$ cat config.mk
export PLATFORM = sky130hd
export DESIGN_NAME = dmah_port
export DESIGN_NICKNAME = d
export VERILOG_FILES = /design/src/rtl/dmah_pkg.sv /design/src/rtl/dmah_ack_sync.sv /design/src/rtl/dmah_counter.sv /design/src/rtl/dmah_fsm.sv /design/src/rtl/dmah_port.sv
export SDC_FILE = /design/constraint.sdc
export NUM_CORES = 1
export LEC_CHECK = 0
export ABC_AREA = 0
export BUFFER_PORTS_ARGS = -buffer_cell sky130_fd_sc_hd__buf_2
export CAP_MARGIN = 10
export CORE_UTILIZATION = 55
export CTS_CLUSTER_DIAMETER = 50
export DETAILED_ROUTE_END_ITERATION = 8
export HOLD_SLACK_MARGIN = 0.1
export PLACE_DENSITY = 0.74
export SLEW_MARGIN = 20
export SYNTH_ARGS = -nofsm -noshare
export SYNTH_HDL_FRONTEND = slang
export SYNTH_SLANG_ARGS = --single-unit
$ cat constraint.sdc
create_clock -name clk -period 3.35 [get_ports clk]
set_clock_uncertainty 0.2 [all_clocks]
set_input_delay 0.1675 -clock clk [delete_from_list [all_inputs] [get_ports clk]]
set_output_delay 0.1675 -clock clk [all_outputs]
set_load 0.005 [all_outputs]
$ cat src/rtl/dmah_pkg.sv
`timescale 1ns/1ps
package dmah_pkg;
    typedef enum logic [1:0] {
        ST_IDLE = 2'd0,
        ST_REQ  = 2'd1,
        ST_HOLD = 2'd2
    } dmah_state_e;

    localparam int ADDR_CTRL = 0;
    localparam int ADDR_STAT = 1;
    localparam int ADDR_CFG  = 2;
    localparam int CNT_BASE  = 4;

    localparam int CFG_W       = 6;
    localparam int CB_EN       = 0;
    localparam int CB_REQ_LOW  = 1;
    localparam int CB_ACK_LOW  = 2;
    localparam int CB_STRB_LOW = 3;
    localparam int CB_DOWN     = 4;
    localparam int CB_SINGLE   = 5;
endpackage

$ cat src/rtl/dmah_ack_sync.sv
`timescale 1ns/1ps
module dmah_ack_sync #(
    parameter int STAGES = 2
) (
    input  logic clk,
    input  logic rst_n,
    input  logic pin_raw,
    input  logic port_en,
    input  logic act_low,
    output logic pin_level,
    output logic ack_act,
    output logic ack_edge
);
    logic [STAGES-1:0] sync_q;
    logic              act_prev_q;

    always_ff @(posedge clk or negedge rst_n) begin
        if (!rst_n) begin
            sync_q     <= '0;
            act_prev_q <= 1'b0;
        end else begin
            sync_q     <= {sync_q[STAGES-2:0], pin_raw};
            act_prev_q <= ack_act;
        end
    end

    assign pin_level = sync_q[STAGES-1];
    assign ack_act   = port_en & (pin_level ^ act_low);
    assign ack_edge  = ack_act & ~act_prev_q;
endmodule

$ cat src/rtl/dmah_counter.sv
`timescale 1ns/1ps
module dmah_counter #(
    parameter  int CNT_W  = 32,
    localparam int NBYTES = CNT_W / 8,
    localparam int SEL_W  = $clog2(NBYTES)
) (
    input  logic             clk,
    input  logic             rst_n,
    input  logic             clr,
    input  logic             ld_en,
    input  logic [SEL_W-1:0] ld_sel,
    input  logic [7:0]       ld_byte,
    input  logic             step,
    input  logic             down,
    output logic [CNT_W-1:0] cnt_q,
    output logic             cnt_zero,
    output logic             cnt_one
);
    always_ff @(posedge clk or negedge rst_n) begin
        if (!rst_n) begin
            cnt_q <= '0;
        end else if (clr) begin
            cnt_q <= '0;
        end else if (ld_en) begin
            cnt_q[ld_sel*8 +: 8] <= ld_byte;
        end else if (step) begin
            if (down) cnt_q <= cnt_q - 1'b1;
            else      cnt_q <= cnt_q + 1'b1;
        end
    end

    assign cnt_zero = (cnt_q == '0);
    assign cnt_one  = (cnt_q == CNT_W'(1));

    AST_DOWN_STEP: assert property (@(posedge clk) disable iff (!rst_n)
        step && down && !clr && !ld_en |=> cnt_q == $past(cnt_q) - 1'b1);
    AST_FREE_STEP: assert property (@(posedge clk) disable iff (!rst_n)
        step && !down && !clr && !ld_en |=> cnt_q == $past(cnt_q) + 1'b1);
endmodule

$ cat src/rtl/dmah_fsm.sv
`timescale 1ns/1ps
module dmah_fsm
    import dmah_pkg::*;
(
    input  logic clk,
    input  logic rst_n,
    input  logic go_cmd,
    input  logic stop_cmd,
    input  logic mode_down,
    input  logic mode_single,
    input  logic cnt_zero,
    input  logic cnt_one,
    input  logic ack_edge,
    input  logic ack_act,
    output logic running,
    output logic req,
    output logic step,
    output logic finish
);
    dmah_state_e state_q, state_d;

    always_ff @(posedge clk or negedge rst_n) begin
        if (!rst_n) state_q <= ST_IDLE;
        else        state_q <= state_d;
    end

    always_comb begin
        state_d = state_q;
        step    = 1'b0;
        finish  = 1'b0;
        unique case (state_q)
            ST_IDLE: begin
                if (go_cmd && !stop_cmd) begin
                    if (mode_down && cnt_zero) finish  = 1'b1;
                    else                       state_d = ST_REQ;
                end
            end
            ST_REQ: begin
                if (stop_cmd) begin
                    state_d = ST_IDLE;
                    finish  = 1'b1;
                end else if (ack_edge) begin
                    step = 1'b1;
                    if (mode_down && cnt_one) begin
                        state_d = ST_IDLE;
                        finish  = 1'b1;
                    end else if (mode_single) begin
                        state_d = ST_HOLD;
                    end
                end
            end
            ST_HOLD: begin
                if (stop_cmd) begin
                    state_d = ST_IDLE;
                    finish  = 1'b1;
                end else if (!ack_act) begin
                    state_d = ST_REQ;
                end
            end
            default: state_d = ST_IDLE;
        endcase
    end

    always_comb begin
        running = (state_q != ST_IDLE);
        req     = (state_q == ST_REQ);
    end

    AST_SINGLE_DROP: assert property (@(posedge clk) disable iff (!rst_n)
        req && ack_edge && mode_single && !stop_cmd |=> !req);
    AST_MULTI_KEEP: assert property (@(posedge clk) disable iff (!rst_n)
        req && ack_edge && !mode_single && !stop_cmd && !(mode_down && cnt_one) |=> req);
endmodule

$ cat src/rtl/dmah_port.sv
`timescale 1ns/1ps
module dmah_port
    import dmah_pkg::*;
#(
    parameter  int CNT_W       = 32,
    parameter  int SYNC_STAGES = 2,
    localparam int NBYTES      = CNT_W / 8,
    localparam int ADDR_W      = $clog2(CNT_BASE + NBYTES),
    localparam int SEL_W       = $clog2(NBYTES)
) (
    input  logic              clk,
    input  logic              rst_n,
    input  logic              reg_wr,
    input  logic [ADDR_W-1:0] reg_addr,
    input  logic [7:0]        reg_wdata,
    output logic [7:0]        reg_rdata,
    input  logic              dir_wr,
    input  logic              ack_pin,
    output logic              req_pin,
    output logic              rd_pin,
    output logic              wr_pin,
    output logic              pin_oe,
    output logic              irq
);
    logic [CFG_W-1:0] cfg_q;
    logic             done_q;
    logic             wr_ctrl, wr_stat, wr_cfg, in_cnt;
    logic             go_cmd, stop_cmd, clr_cmd, ld_en;
    logic [SEL_W-1:0] byte_sel;
    logic             running, req, step, finish;
    logic             ack_level, ack_act, ack_edge;
    logic [CNT_W-1:0] cnt_q;
    logic             cnt_zero, cnt_one, strb_act;

    assign wr_ctrl  = reg_wr && (reg_addr == ADDR_W'(ADDR_CTRL));
    assign wr_stat  = reg_wr && (reg_addr == ADDR_W'(ADDR_STAT));
    assign wr_cfg   = reg_wr && (reg_addr == ADDR_W'(ADDR_CFG));
    assign in_cnt   = (reg_addr >= ADDR_W'(CNT_BASE));
    assign byte_sel = SEL_W'(reg_addr - ADDR_W'(CNT_BASE));
    assign go_cmd   = wr_ctrl && reg_wdata[0];
    assign stop_cmd = wr_ctrl && reg_wdata[1];
    assign clr_cmd  = wr_ctrl && reg_wdata[2] && !running;
    assign ld_en    = reg_wr && in_cnt && !running;

    always_ff @(posedge clk or negedge rst_n) begin
        if (!rst_n) begin
            cfg_q  <= '0;
            done_q <= 1'b0;
        end else begin
            if (wr_cfg) cfg_q <= reg_wdata[CFG_W-1:0];
            if (finish)                       done_q <= 1'b1;
            else if (wr_stat && reg_wdata[0]) done_q <= 1'b0;
        end
    end

    dmah_ack_sync #(.STAGES(SYNC_STAGES)) u_sync (
        .clk(clk), .rst_n(rst_n), .pin_raw(ack_pin),
        .port_en(cfg_q[CB_EN]), .act_low(cfg_q[CB_ACK_LOW]),
        .pin_level(ack_level), .ack_act(ack_act), .ack_edge(ack_edge)
    );

    dmah_counter #(.CNT_W(CNT_W)) u_cnt (
        .clk(clk), .rst_n(rst_n), .clr(clr_cmd), .ld_en(ld_en),
        .ld_sel(byte_sel), .ld_byte(reg_wdata), .step(step),
        .down(cfg_q[CB_DOWN]), .cnt_q(cnt_q), .cnt_zero(cnt_zero), .cnt_one(cnt_one)
    );

    dmah_fsm u_fsm (
        .clk(clk), .rst_n(rst_n), .go_cmd(go_cmd), .stop_cmd(stop_cmd),
        .mode_down(cfg_q[CB_DOWN]), .mode_single(cfg_q[CB_SINGLE]),
        .cnt_zero(cnt_zero), .cnt_one(cnt_one), .ack_edge(ack_edge), .ack_act(ack_act),
        .running(running), .req(req), .step(step), .finish(finish)
    );

    assign strb_act = running && ack_act;
    assign req_pin  = req ^ cfg_q[CB_REQ_LOW];
    assign wr_pin   = (strb_act && dir_wr) ^ cfg_q[CB_STRB_LOW];
    assign rd_pin   = (strb_act && !dir_wr) ^ cfg_q[CB_STRB_LOW];
    assign pin_oe   = cfg_q[CB_EN];
    assign irq      = done_q;

    always_comb begin
        reg_rdata = '0;
        if (in_cnt) begin
            reg_rdata = cnt_q[byte_sel*8 +: 8];
        end else if (reg_addr == ADDR_W'(ADDR_CTRL)) begin
            reg_rdata = {req_pin, ack_level, 5'b0, running};
        end else if (reg_addr == ADDR_W'(ADDR_STAT)) begin
            reg_rdata = {7'b0, done_q};
        end else if (reg_addr == ADDR_W'(ADDR_CFG)) begin
            reg_rdata = {{(8-CFG_W){1'b0}}, cfg_q};
        end
    end

    AST_GO_STARTS: assert property (@(posedge clk) disable iff (!rst_n)
        !running && go_cmd && !stop_cmd && !(cfg_q[CB_DOWN] && cnt_zero) |=> running && req);
    AST_STOP_ENDS: assert property (@(posedge clk) disable iff (!rst_n)
        running && stop_cmd |=> !running && !req && done_q);
    AST_DONE_STICKY: assert property (@(posedge clk) disable iff (!rst_n)
        done_q && !(wr_stat && reg_wdata[0]) |=> done_q);
    AST_PORT_OFF_FROZEN: assert property (@(posedge clk) disable iff (!rst_n)
        !cfg_q[CB_EN] && !reg_wr |=> $stable(cnt_q));
endmodule

## After elaboration in Yosys (flattened, before gate mapping)

Cells that the tools add are included.

- Flip-flop bits (word level): 44

- Add/sub/neg operators: 4
- Magnitude comparators: 1
- Equal/unequal tests: 10
- Shift-type cells: 3
- Multiplexer cells: 30
- Bitwise logic cells: 7
- Reduce and logical (&&, ||, !) cells: 26

Operator list:

| operator | number |
|---|---|
| two-way mux 32 bit | 4 |
| negation 5 -> 34 bit | 1 |
| variable shift 8 x 34 -> 32 bit (first input constant) | 1 |
| indexed part select 8 x 34 -> 32 bit | 1 |
| adder 32 x 1 -> 32 bit (second input constant) | 1 |
| bitwise mux 32 bit | 1 |
| equality test 32 x 1 -> 1 bit (second input constant) | 1 |
| logical NOT 32 bit | 1 |
| indexed part select 32 x 6 -> 8 bit | 1 |
| subtractor 32 x 1 -> 32 bit (second input constant) | 1 |
| logical AND 1 bit | 16 |
| two-way mux 2 bit | 8 |
| two-way mux 8 bit | 2 |
| two-way mux 6 bit | 2 |
| two-way mux 1 bit | 11 |
| case mux 2 bit (3 select lines) | 1 |
| AND reduction 5 bit | 1 |
| != test 4 x 2 -> 1 bit (second input constant) | 1 |
| nonzero test 2 bit | 2 |
| XOR 1 bit | 4 |
| equality test 3 x 1 -> 1 bit (second input constant) | 1 |
| equality test 3 x 2 -> 1 bit (second input constant) | 1 |
| >= comparator 3 bit (second input constant) | 1 |
| logical NOT 1 bit | 3 |
| other kinds (13) | 14 |

## Depth between registers and ports, before layout

Gate-level depths: netlist of run 1.

- Word-level depth: 9
- Mapped depth: 10
- Mapped depth without buffers: 8

## Modules after synthesis

Synthesis of run 1 repeated with hierarchy kept, for this count alone.

- Cells, all modules: 494
- Area, all modules: 4068.9 um^2

Modules (own cells, without submodules):

| module | instances | cells an instance | area an instance (um^2) |
|---|---|---|---|
| dmah_counter | 1 | 391 | 3014.1 |
| dmah_port | 1 | 71 | 719.4 |
| dmah_fsm | 1 | 26 | 235.2 |
| dmah_ack_sync | 1 | 6 | 100.1 |

## Worst setup path before layout of run 1

Ideal clock, no wire load.

- Path kind: register -> register
- From: register u_cnt.cnt_q[2]
- To: register u_cnt.cnt_q[31]
- Arrival: 2.573 ns
- Data required time: 3.024 ns
- Path slack: 0.451 ns
- Cell stages (with the launch flop): 9
- Path buffers: 2
- Cell sequence: dfrtp_1 -> buf_6 -> or4_4 -> or4_4 -> or3_1 -> buf_6 -> o32ai_4 -> mux2i_1 -> a221o_1

- Cells in the longest elaborated chain, start to end: 5
- Elaborated cells between the ends (all ways): 6
- Classes of those cells: add/sub (2); mux (4)

Ends and longest elaborated chain:

| element | RTL line | source |
|---|---|---|
| from (decl) | dmah_counter.sv:15 | `output logic [CNT_W-1:0] cnt_q,` |
| from (signal, indexed assignment) | dmah_counter.sv:25 | `cnt_q[ld_sel*8 +: 8] <= ld_byte;` |
| from (signal assigned) | dmah_counter.sv:27 | `if (down) cnt_q <= cnt_q - 1'b1;` |
| from (signal assigned) | dmah_counter.sv:28 | `else cnt_q <= cnt_q + 1'b1;` |
| adder 32 x 1 -> 32 bit or subtractor 32 x 1 -> 32 bit (tied branches) | dmah_counter.sv:28, dmah_counter.sv:27 |  |
| two-way mux 32 bit (*) | dmah_counter.sv:27 |  |
| two-way mux 32 bit (*) | dmah_counter.sv:26 | `end else if (step) begin` |
| two-way mux 32 bit (*) | dmah_counter.sv:24 | `end else if (ld_en) begin` |
| two-way mux 32 bit (*) | dmah_counter.sv:22 | `end else if (clr) begin` |

Every way passes the cells marked *; elsewhere a longest branch is shown, timed or not. The select of a mux whose other input is x is not followed.
A chain may end at the register's enable or synchronous reset.

## Worst setup path in the final report of run 1

- From: register u_cnt.cnt_q[3]
- To: register u_cnt.cnt_q[31]

Same word-level chain as after synthesis.

==> results_dict.tcl, run 1 <==
set metrics [dict create \
    status "finished, final reports clean" \
    type_of_the_worst_setup_path "reg -> reg" \
    tritoncts_clock_tree "yes" \
    r2r-end "u_cnt.cnt_q[31]" \
    timing.max_slew.rel_slack_pct 43.0 \
    clock.fmax_ghz 0.330 \
    synth_top_area_share_pct 28.9 \
    synth-edff-count 0 \
    placeableCoreArea_mm2 0.00653 \
    syn_to_final_growth_pct 12.0 \
    critical-path-slowest-cell "sky130_fd_sc_hd__or4_4" \
    final_layout_size_suffix_gt1_share_pct 17.8 \
    h-tree-depth 2 \
    chipHeight_um 85.2 \
    synth_cells 453 \
    worst_hold_path.endpoint "cfg_q[2]" \
    port_buffers 28 \
    design.final.nets 513 \
    place_hpwl_um 10100 \
    drtAntennaViolNets 0 \
    synth_commonest_cells "47 x sky130_fd_sc_hd__nand2_1, 44 x sky130_fd_sc_hd__dfrtp_1, 34 x sky130_fd_sc_hd__o21ai_0" \
    ys_async_sr_fraction_pct 100 \
    routed_via_density 7.27 \
    timing.setup.tns_ps 0 \
    global_route.overflow_total 0 \
    postCtsResizedCells 0 \
    ys_types 65 \
    drv_slew 0 \
    fin_crit_sh_pct 90.4 \
    drv.max_cap_violation_count 0 \
    worstMarginPinSlew_ps 844 \
    grt_antenna_before_repair 0 \
    timing.hold.worst.class "in -> reg" \
    sequential_cell_area_mm2 0.00110 \
    die-width_um 85.2 \
    gp_routability_congestion 0.999 \
    multiInputGateArea_mm2 0.00252 \
    layout.filler_cells 548 \
    power_leakage_uw 0.00172 \
    vias 4109 \
    rows 29 \
    yosysSeqAreaShare_pct 28.9 \
    cp_max_fo 7 \
    first_pass_grt_wire_length_um 21300 \
    maximum_number_of_pins_on_one_net_before_global_route_repair 45 \
    drt_first_iter_violations 439 \
    postSynthNetCount 479 \
    cts_root_buf "sky130_fd_sc_hd__clkbuf_8" \
    grt_usage_pct 39.2 \
    rr_worst_depth 6 \
    yosysMostFrequentCell "sky130_fd_sc_hd__nand2_1" \
    totalWireLength_um 13600 \
    netlist_area_mm2 0.00381 \
    worstReg2RegStart "u_cnt.cnt_q[3]" \
    drt_pre_antenna_iters 8 \
    critical_path.most_common_cell "sky130_fd_sc_hd__or4_4" \
    antenna_cells 0 \
    yosys_register_bits 44 \
    crit_path_start_kind "flop" \
    design.die.area_mm2 0.00727 \
    synth_area_leader_cell "sky130_fd_sc_hd__dfrtp_1" \
    cts_inserted_buffers 5 \
    warnings_from_yosys 0 \
    worst_hold_stages 2 \
    post-route-drc-count 0 \
    post_synthesis_mean_instance_area_um2 8.41 \
    clkSinkCount 44 \
    crit_chain "or4_4 -> or4_4 -> or3_1 -> o32ai_4 -> mux2i_1 -> a221o_1" \
    cts.reportedPaths.clkPinSlew_ps 90 \
    report.power.total_uw 2340 \
    ys.flop_type "sky130_fd_sc_hd__dfrtp_1" \
    max-clock-path-buffers 2 \
    setup.worst_path.end_class "flop" \
    layout_min_cycle_time_ps 3030 \
    setup.reg_to_reg.worst_slack_ps 320 \
    worst_path_largest_cell_delay_ps 580 \
    max-vdd-ir-drop_mv 0.336 \
    hold_viol 0 \
    wl_per_cell_um 24.1 \
    first_global_vias 3815 \
    cp_data_required_time_ps 3350 \
    setup_viol 0 \
    worst_hold_startpoint "reg_wdata[2]" \
    power_per_cell_area_mw_per_mm2 548 \
    effective_utilization_at_floorplan_pct 58.4 \
    yosys-top-cells-area "sky130_fd_sc_hd__dfrtp_1 29%, sky130_fd_sc_hd__mux4_2 4.7%, sky130_fd_sc_hd__nand2_1 4.6%" \
    clock_insertion_delay_worst_skew_ps 310 \
    crit_arrival_ps 3030 \
    rsz0062_at_grt "false" \
    top_level_ports 29 \
]
==> metrics by stage <==
step	hold slack, ps	util, %	cell area (µm²)	setup slack [ps]	cells
3_3_place_gp	77.2	62.6	4090	411	548
6_report	117	65.3	4270	322	565
3_5_place_dp	78.0	62.6	4090	344	548
5_1_grt	105	65.3	4270	276	565
2_1_floorplan	-328	-	3810	451	453
4_1_cts	104	65.3	4270	337	565
==> metal layers <==
layer,track usage (%),vias up,wire [µm]
li1,-,1833,-
met1,54.8,1984,5700
met2,58.2,244,5920
met3,7.98,48,1310
met4,18.2,0,686
met5,0,-,0
==> worst max-delay path by stage <==
stage                    from         endpoint  slack (ps)  cells past startpoint
2_1_floorplan  u_cnt.cnt_q[2]  u_cnt.cnt_q[31]         450                      8
3_3_place_gp   u_cnt.cnt_q[3]  u_cnt.cnt_q[31]         410                      6
3_5_place_dp   u_cnt.cnt_q[3]  u_cnt.cnt_q[31]         340                      6
4_1_cts        u_cnt.cnt_q[3]  u_cnt.cnt_q[31]         340                      6
5_1_grt        u_cnt.cnt_q[3]  u_cnt.cnt_q[31]         280                      6
6_report       u_cnt.cnt_q[3]  u_cnt.cnt_q[31]         320                      6
==> cell usage in the layout, fill, tap and decap left out, types with 10 or more instances in the layout <==
master and instances:
sky130_fd_sc_hd__o21ai_0 34, sky130_fd_sc_hd__nand3_1 21, sky130_fd_sc_hd__buf_2 27, sky130_fd_sc_hd__nor2_1 32, sky130_fd_sc_hd__nor3_1 20, sky130_fd_sc_hd__nand2_1 47, sky130_fd_sc_hd__dfrtp_1 44, sky130_fd_sc_hd__inv_1 10
sky130_fd_sc_hd__a22oi_1 11, sky130_fd_sc_hd__nand4_1 11, sky130_fd_sc_hd__ha_1 10, sky130_fd_sc_hd__buf_4 26
==> cell families after synthesis <==
kind of cell    count (synthesis)  share of synthesized area, %
compound gates                128                          24.7
xor+xnor                        7                          1.61
fa+ha+maj                      10                          3.28
buf+inv                        45                          5.02
flops                          44                          28.9
mux                            23                          8.86
simple gates                  196                          27.6
==> where the power goes <==
group	internal (µW)	switching [µW]
clock network	146	204
registers	652	203
logic	467	666
==> layout make-up <==
type,count,area share [%]
Timing Repair Buffer,62,9.85
Sequential cell,44,25.8
Clock buffer,5,1.61
Multi-Input combinational cell,364,59.2
Inverter,10,0.880
Tap cell,77,2.26
Clock inverter,3,0.440
==> flip-flops by register name, indices dropped and copies added (netlist names) <==
| register | count |
|---|---|
| cfg_q | 6 |
| u_sync.act_prev_q | 1 |
| u_cnt.cnt_q | 32 |
| u_sync.sync_q | 2 |
| irq | 1 |
| u_fsm.state_q | 2 |
==> critical path: cells and delay by family, from the launching register on <==
family             cells  cell delay [ps]
AOI/OAI and AO/OA      2              580
DFF                    1              390
muxes                  1              110
and+or+nand+nor        3             1630
==> timing repair <==
item | 4_1_cts | 5_1_grt
endpoints found under the setup margin | 0 | 0
hold buffers | 9 | 0
hold endpoints to repair | 59 | 0
buffers inserted | 0 | 0
Power figures use the tool's default switching activity.
==> run 2, diff against run 1 <==
- SETUP_SLACK_MARGIN: not set -> 0.4
==> run 2 against run 1 <==
Fmax grew 4.1%. Via count decreased by 0.32%. Setup slack gained 120 ps. Combinational power is 4% higher. Clock power hardly changed. Largest power group unchanged. Highest routed layer unchanged. Core utilization up 0.52 points. Cell area is 0.79% higher.
==> results_dict.tcl, run 2 (synthesis gave the netlist of run 1 again) <==
set metrics [dict create \
    status "finished, final reports clean" \
    p_switching_uw 1080 \
    grt_antenna_before_repair 0 \
    wl_per_cell_um 24.2 \
    clkSinkCount 44 \
    timing.hold.worst.class "in -> reg" \
    crit_path_start_kind "flop" \
    clock_power_share_pct 14.7 \
    clock_insertion_delay_worst_skew_ps 310 \
    routed_via_density 7.21 \
    internal_power_uw 1280 \
    largest_registers_ranked_by_flip_flop_count "u_cnt.cnt_q x32, cfg_q x6" \
    rows 29 \
    setup_viol 0 \
    global_route.overflow_total 0 \
    timing.max_slew.rel_slack_pct 43.2 \
    design.final.nets 516 \
    totalWireLength_um 13700 \
    h-tree-depth 2 \
    layout.cells.most_common_list "47 x sky130_fd_sc_hd__nand2_1, 42 x sky130_fd_sc_hd__dfrtp_1, 34 x sky130_fd_sc_hd__o21ai_0" \
    max-vdd-ir-drop_mv 0.333 \
    share_comb_of_total_power_pct 49.4 \
    type_of_the_worst_setup_path "reg -> reg" \
    tritoncts_clock_tree "yes" \
    power_leakage_uw 0.00174 \
    cts_root_buf "sky130_fd_sc_hd__clkbuf_8" \
    setup.worst_path.end_class "flop" \
    fin_cells 568 \
    cts.reportedPaths.clkPinSlew_ps 90 \
    effective_utilization_at_floorplan_pct 58.4 \
    maximum_number_of_pins_on_one_net_before_global_route_repair 45 \
    cp_data_required_time_ps 3340 \
    layout.cells.most_common "sky130_fd_sc_hd__nand2_1" \
    power.share.sequential_pct 35.8 \
    drv.max_cap_violation_count 0 \
    syn_to_final_growth_pct 12.9 \
    timing.setup.tns_ps 0 \
    crit_arrival_ps 2900 \
    dp_cells 548 \
    gp_routability_congestion 0.999 \
    worstMarginPinSlew_ps 840 \
    power_per_cell_area_mw_per_mm2 550 \
    vias 4096 \
    place_hpwl_um 10100 \
    drtAntennaViolNets 0 \
    largest_reg_flops 32 \
    clock.fmax_ghz 0.344 \
    layout_min_cycle_time_ps 2910 \
    max-clock-path-buffers 2 \
    switching_share_pct 45.8 \
    first_pass_grt_wire_length_um 21400 \
    antenna_cells 0 \
    fin_worst_hold_slack_ps 123 \
    post-route-drc-count 0 \
    setup.reg_to_reg.worst_slack_ps 440 \
    top_level_ports 29 \
    drt_pre_antenna_iters 5 \
    grt_usage_pct 39.2 \
    first_global_vias 3822 \
    hold_viol 0 \
    chipHeight_um 85.2 \
    placeableCoreArea_mm2 0.00653 \
    final_layout_size_suffix_gt1_share_pct 19.1 \
    drt_first_iter_violations 354 \
    die-width_um 85.2 \
    largest_register "u_cnt.cnt_q" \
    cts_inserted_buffers 5 \
    cp_max_fo 7 \
    fin_crit_sh_pct 86.8 \
    rsz0062_at_grt "false" \
    port_buffers 28 \
    drv_slew 0 \
    design.die.area_mm2 0.00727 \
]
run 2: cell count changes in the layout (fill, tap and decap cells not counted), sizes merged:
cell / previous run / this run
buf: 53 / 56
run 2: routing by layer:
metal | wire length [µm] | global-route usage, % | up-vias
met4 | 624 | 18.8 | 0
met5 | 0 | 0 | -
li1 | - | - | 1842
met3 | 1440 | 7.88 | 46
met1 | 5670 | 55.3 | 1958
met2 | 5980 | 57.6 | 250
run 2: timing repair:
action	4_1_cts	5_1_grt
setup endpoints to repair	2	2
gates resized for setup	1	3
hold endpoints to repair	59	0
setup buffers	0	3
hold buffers	9	0
pin swaps	0	2
run 2: final cells by class:
type	instances	area, µm²
tap	77	96.3
sequential	44	1100
multi-input combinational	364	2530
clock buffer	5	68.8
fill	548	2230
clock inverter	3	18.8
timing repair buffer	65	443
inverter	10	37.5
run 2: path summary, 6_finish.rpt:
check	from	endpoint	depth (start not counted)
setup / recovery	u_cnt.cnt_q[1]	u_cnt.cnt_q[31]	6
hold / removal	reg_wdata[2]	cfg_q[2]	2
hold reg to reg	u_sync.sync_q[0]	u_sync.sync_q[1]	0
min in group asynchronous	rst_n	u_cnt.cnt_q[12]	2
setup reg to reg	u_cnt.cnt_q[1]	u_cnt.cnt_q[31]	6
max in group asynchronous	rst_n	cfg_q[4]	2
run 2: critical path, stage by stage, from the launching register on:
cell	delay, ps
sky130_fd_sc_hd__dfrtp_1	410
sky130_fd_sc_hd__or3b_2	520
sky130_fd_sc_hd__or4_4	550
sky130_fd_sc_hd__or3_4	460
sky130_fd_sc_hd__o32ai_4	280
sky130_fd_sc_hd__mux2i_1	110
sky130_fd_sc_hd__a221o_1	260
run 2: through the flow:
stage / setup WS (ps) / total power (µW) / utilization, % / area (µm²)
after global placement: 411 / 1930 / 62.6 / 4090
after detailed placement: 344 / 1950 / 62.6 / 4090
after global routing: 409 / 2490 / 65.9 / 4300
final: 441 / 2360 / 65.9 / 4300
after CTS: 447 / 2310 / 65.4 / 4270
after floorplan: 451 / 1550 / - / 3810
run 2: power groups by stage:
stage / Combinational, µW / Clock (µW) / Sequential (µW)
2_1_floorplan: 791 / 0 / 757
5_1_grt: 1260 / 365 / 866
6_report: 1170 / 349 / 847
3_5_place_dp: 1090 / 0 / 857
3_3_place_gp: 1080 / 0 / 848
4_1_cts: 1110 / 350 / 846
==> run 3, diff against run 2 <==
- CORE_ASPECT_RATIO: not set -> 2
==> run 3 against run 2 <==
Setup slack improved by 2.8 ps. Via count rose by 3.5%. Non-clock buffer count is 1 higher. Routed wire length up 8.9%. Total power rose by 7.7%. Critical endpoint is now u_cnt.cnt_q[27].
==> results_dict.tcl, run 3 (synthesis gave the netlist of run 1 again) <==
set metrics [dict create \
    worstMarginPinSlew_ps 879 \
    drtAntennaViolNets 0 \
    clkSinkCount 44 \
    worstPathBufferInverterCount 0 \
    r2r-end "u_cnt.cnt_q[27]" \
    crit_path_start_kind "flop" \
    vias 4240 \
    worstReg2RegStart "u_cnt.cnt_q[7]" \
    layout.cells.most_common_list "46 x sky130_fd_sc_hd__nand2_1, 39 x sky130_fd_sc_hd__dfrtp_1, 34 x sky130_fd_sc_hd__o21ai_0" \
    drt_first_iter_violations 487 \
    cp_max_fo 9 \
    gp_routability_congestion 1.02 \
    totalWireLength_um 14900 \
    worst_hold_startpoint "reg_wdata[2]" \
    grt_antenna_before_repair 0 \
    chipHeight_um 120 \
    rr_worst_depth 6 \
    drt_pre_antenna_iters 8 \
    sequential_cell_area_mm2 0.00111 \
    effective_utilization_at_floorplan_pct 57.1 \
    setup.worst_path.end_class "flop" \
    top_level_ports 29 \
    setup.reg_to_reg.worst_slack_ps 440 \
    setup.worst_path.start "u_cnt.cnt_q[7]" \
    timing.max_slew.rel_slack_pct 40.6 \
    timing.setup.tns_ps 0 \
    cp_top_family "simple AND/OR/NAND/NOR gates" \
    first_global_vias 4127 \
    dp_cells 562 \
    hold_viol 0 \
    cp_data_required_time_ps 3320 \
    worst_hold_path.endpoint "u_cnt.cnt_q[18]" \
    tritoncts_clock_tree "yes" \
    h-tree-depth 2 \
    multiInputGateArea_mm2 0.00254 \
    post-route-drc-count 0 \
    drv.max_cap_violation_count 0 \
    crit_chain "nand4_1 -> or4_1 -> or2_2 -> o32ai_1 -> mux2i_1 -> a221o_1" \
    placeableCoreArea_mm2 0.00667 \
    final_layout_size_suffix_gt1_share_pct 20.0 \
    max-clock-path-buffers 2 \
    fin_crit_sh_pct 86.8 \
    layout.filler_cells 610 \
    syn_to_final_growth_pct 14.8 \
    fin_worst_hold_slack_ps 123 \
    rows 42 \
    power_per_cell_area_mw_per_mm2 582 \
    drv_slew 0 \
    clock_insertion_delay_worst_skew_ps 290 \
    clock.fmax_ghz 0.344 \
    critical-path-slowest-cell "sky130_fd_sc_hd__or4_1" \
    cts_root_buf "sky130_fd_sc_hd__clkbuf_16" \
    critical_path_cell_count 6 \
    cts.reportedPaths.clkPinSlew_ps 60 \
    cts_inserted_buffers 5 \
    worst_hold_stages 2 \
    port_buffers 28 \
    wl_per_cell_um 25.8 \
    rsz0062_at_grt "false" \
    timing.hold.worst.class "in -> reg" \
    max-vdd-ir-drop_mv 0.478 \
    layout.cells.most_common "sky130_fd_sc_hd__nand2_1" \
    power_leakage_uw 0.00176 \
    die-width_um 60.9 \
    largest_reg_flops 32 \
    layout_min_cycle_time_ps 2910 \
    crit_arrival_ps 2880 \
    routed_via_density 7.32 \
    setup_viol 0 \
    first_pass_grt_wire_length_um 23300 \
    worst_path_largest_cell_delay_ps 660 \
    largest_register "u_cnt.cnt_q" \
    type_of_the_worst_setup_path "reg -> reg" \
    status "finished, final reports clean" \
    fin_cells 579 \
    design.die.area_mm2 0.00729 \
    utilization_pct 65.6 \
    design.final.nets 517 \
    largest_registers_ranked_by_flip_flop_count "u_cnt.cnt_q x32, cfg_q x6" \
    global_route.overflow_total 0 \
    place_hpwl_um 10700 \
    antenna_cells 0 \
    maximum_number_of_pins_on_one_net_before_global_route_repair 45 \
    grt_usage_pct 44.4 \
]
[run 3: cell types whose count changed in the layout (fill, tap and decap cells not counted), moves of 2 or more]
cell,change
sky130_fd_sc_hd__clkbuf_8,-5
sky130_fd_sc_hd__buf_4,+2
sky130_fd_sc_hd__dfrtp_1,-3
sky130_fd_sc_hd__clkbuf_16,+5
sky130_fd_sc_hd__dfrtp_2,+3
[run 3: cell type report]
class                   count  share of cell area, %
flip-flops and latches     44                   25.3
clock buffers               6                   2.94
clock inverters             1                  0.114
repair buffers             66                   10.2
inverters                  10                  0.858
multi-input cells         364                   58.0
well taps                  88                   2.52
[run 3: worst max-delay path by stage]
stage                     slack, ps               to
after floorplan                 450  u_cnt.cnt_q[31]
after global placement          300  u_cnt.cnt_q[31]
after detailed placement        250  u_cnt.cnt_q[31]
after CTS                       410  u_cnt.cnt_q[31]
after global routing            320  u_cnt.cnt_q[27]
final                           440  u_cnt.cnt_q[27]
[run 3: per-stage QoR]
step	power (µW)	setup slack [ps]	instance area (µm²)
CTS	2470	410	4340
global route	2680	325	4380
detailed placement	1980	246	4120
finish	2550	443	4380
floorplan	1550	451	3810
global placement	1960	295	4120
[run 3: power breakdown]
part	total, µW	internal [µW]	switching, µW	leakage, µW
clock	481	272	209	0.0000667
sequential	854	656	198	0.000544
combinational	1210	495	716	0.00115
[run 3: worst reg2reg max path, stage by stage (launching register included)]
cell                      delay, ps
sky130_fd_sc_hd__dfrtp_1        530
sky130_fd_sc_hd__nand4_1        230
sky130_fd_sc_hd__or4_1          660
sky130_fd_sc_hd__or2_2          430
sky130_fd_sc_hd__o32ai_1        340
sky130_fd_sc_hd__mux2i_1        120
sky130_fd_sc_hd__a221o_1        280
[run 3: metal layers]
layer,vias to the layer above,global-route usage (%),part of all wire [%]
met4,0,28.3,8.1
met3,95,9.05,9.0
met2,304,71.2,49
met5,-,0,0
li1,1830,-,-
met1,2011,51.6,34
[run 3: timing repair]
action / 4_1_cts / 5_1_grt
endpoints found under the hold margin: 54 / 0
setup endpoints to repair: 3 / 7
hold buffers: 8 / 0
resized for setup: 2 / 7
cloned: 0 / 0
setup buffers: 0 / 2
pin swaps: 2 / 1
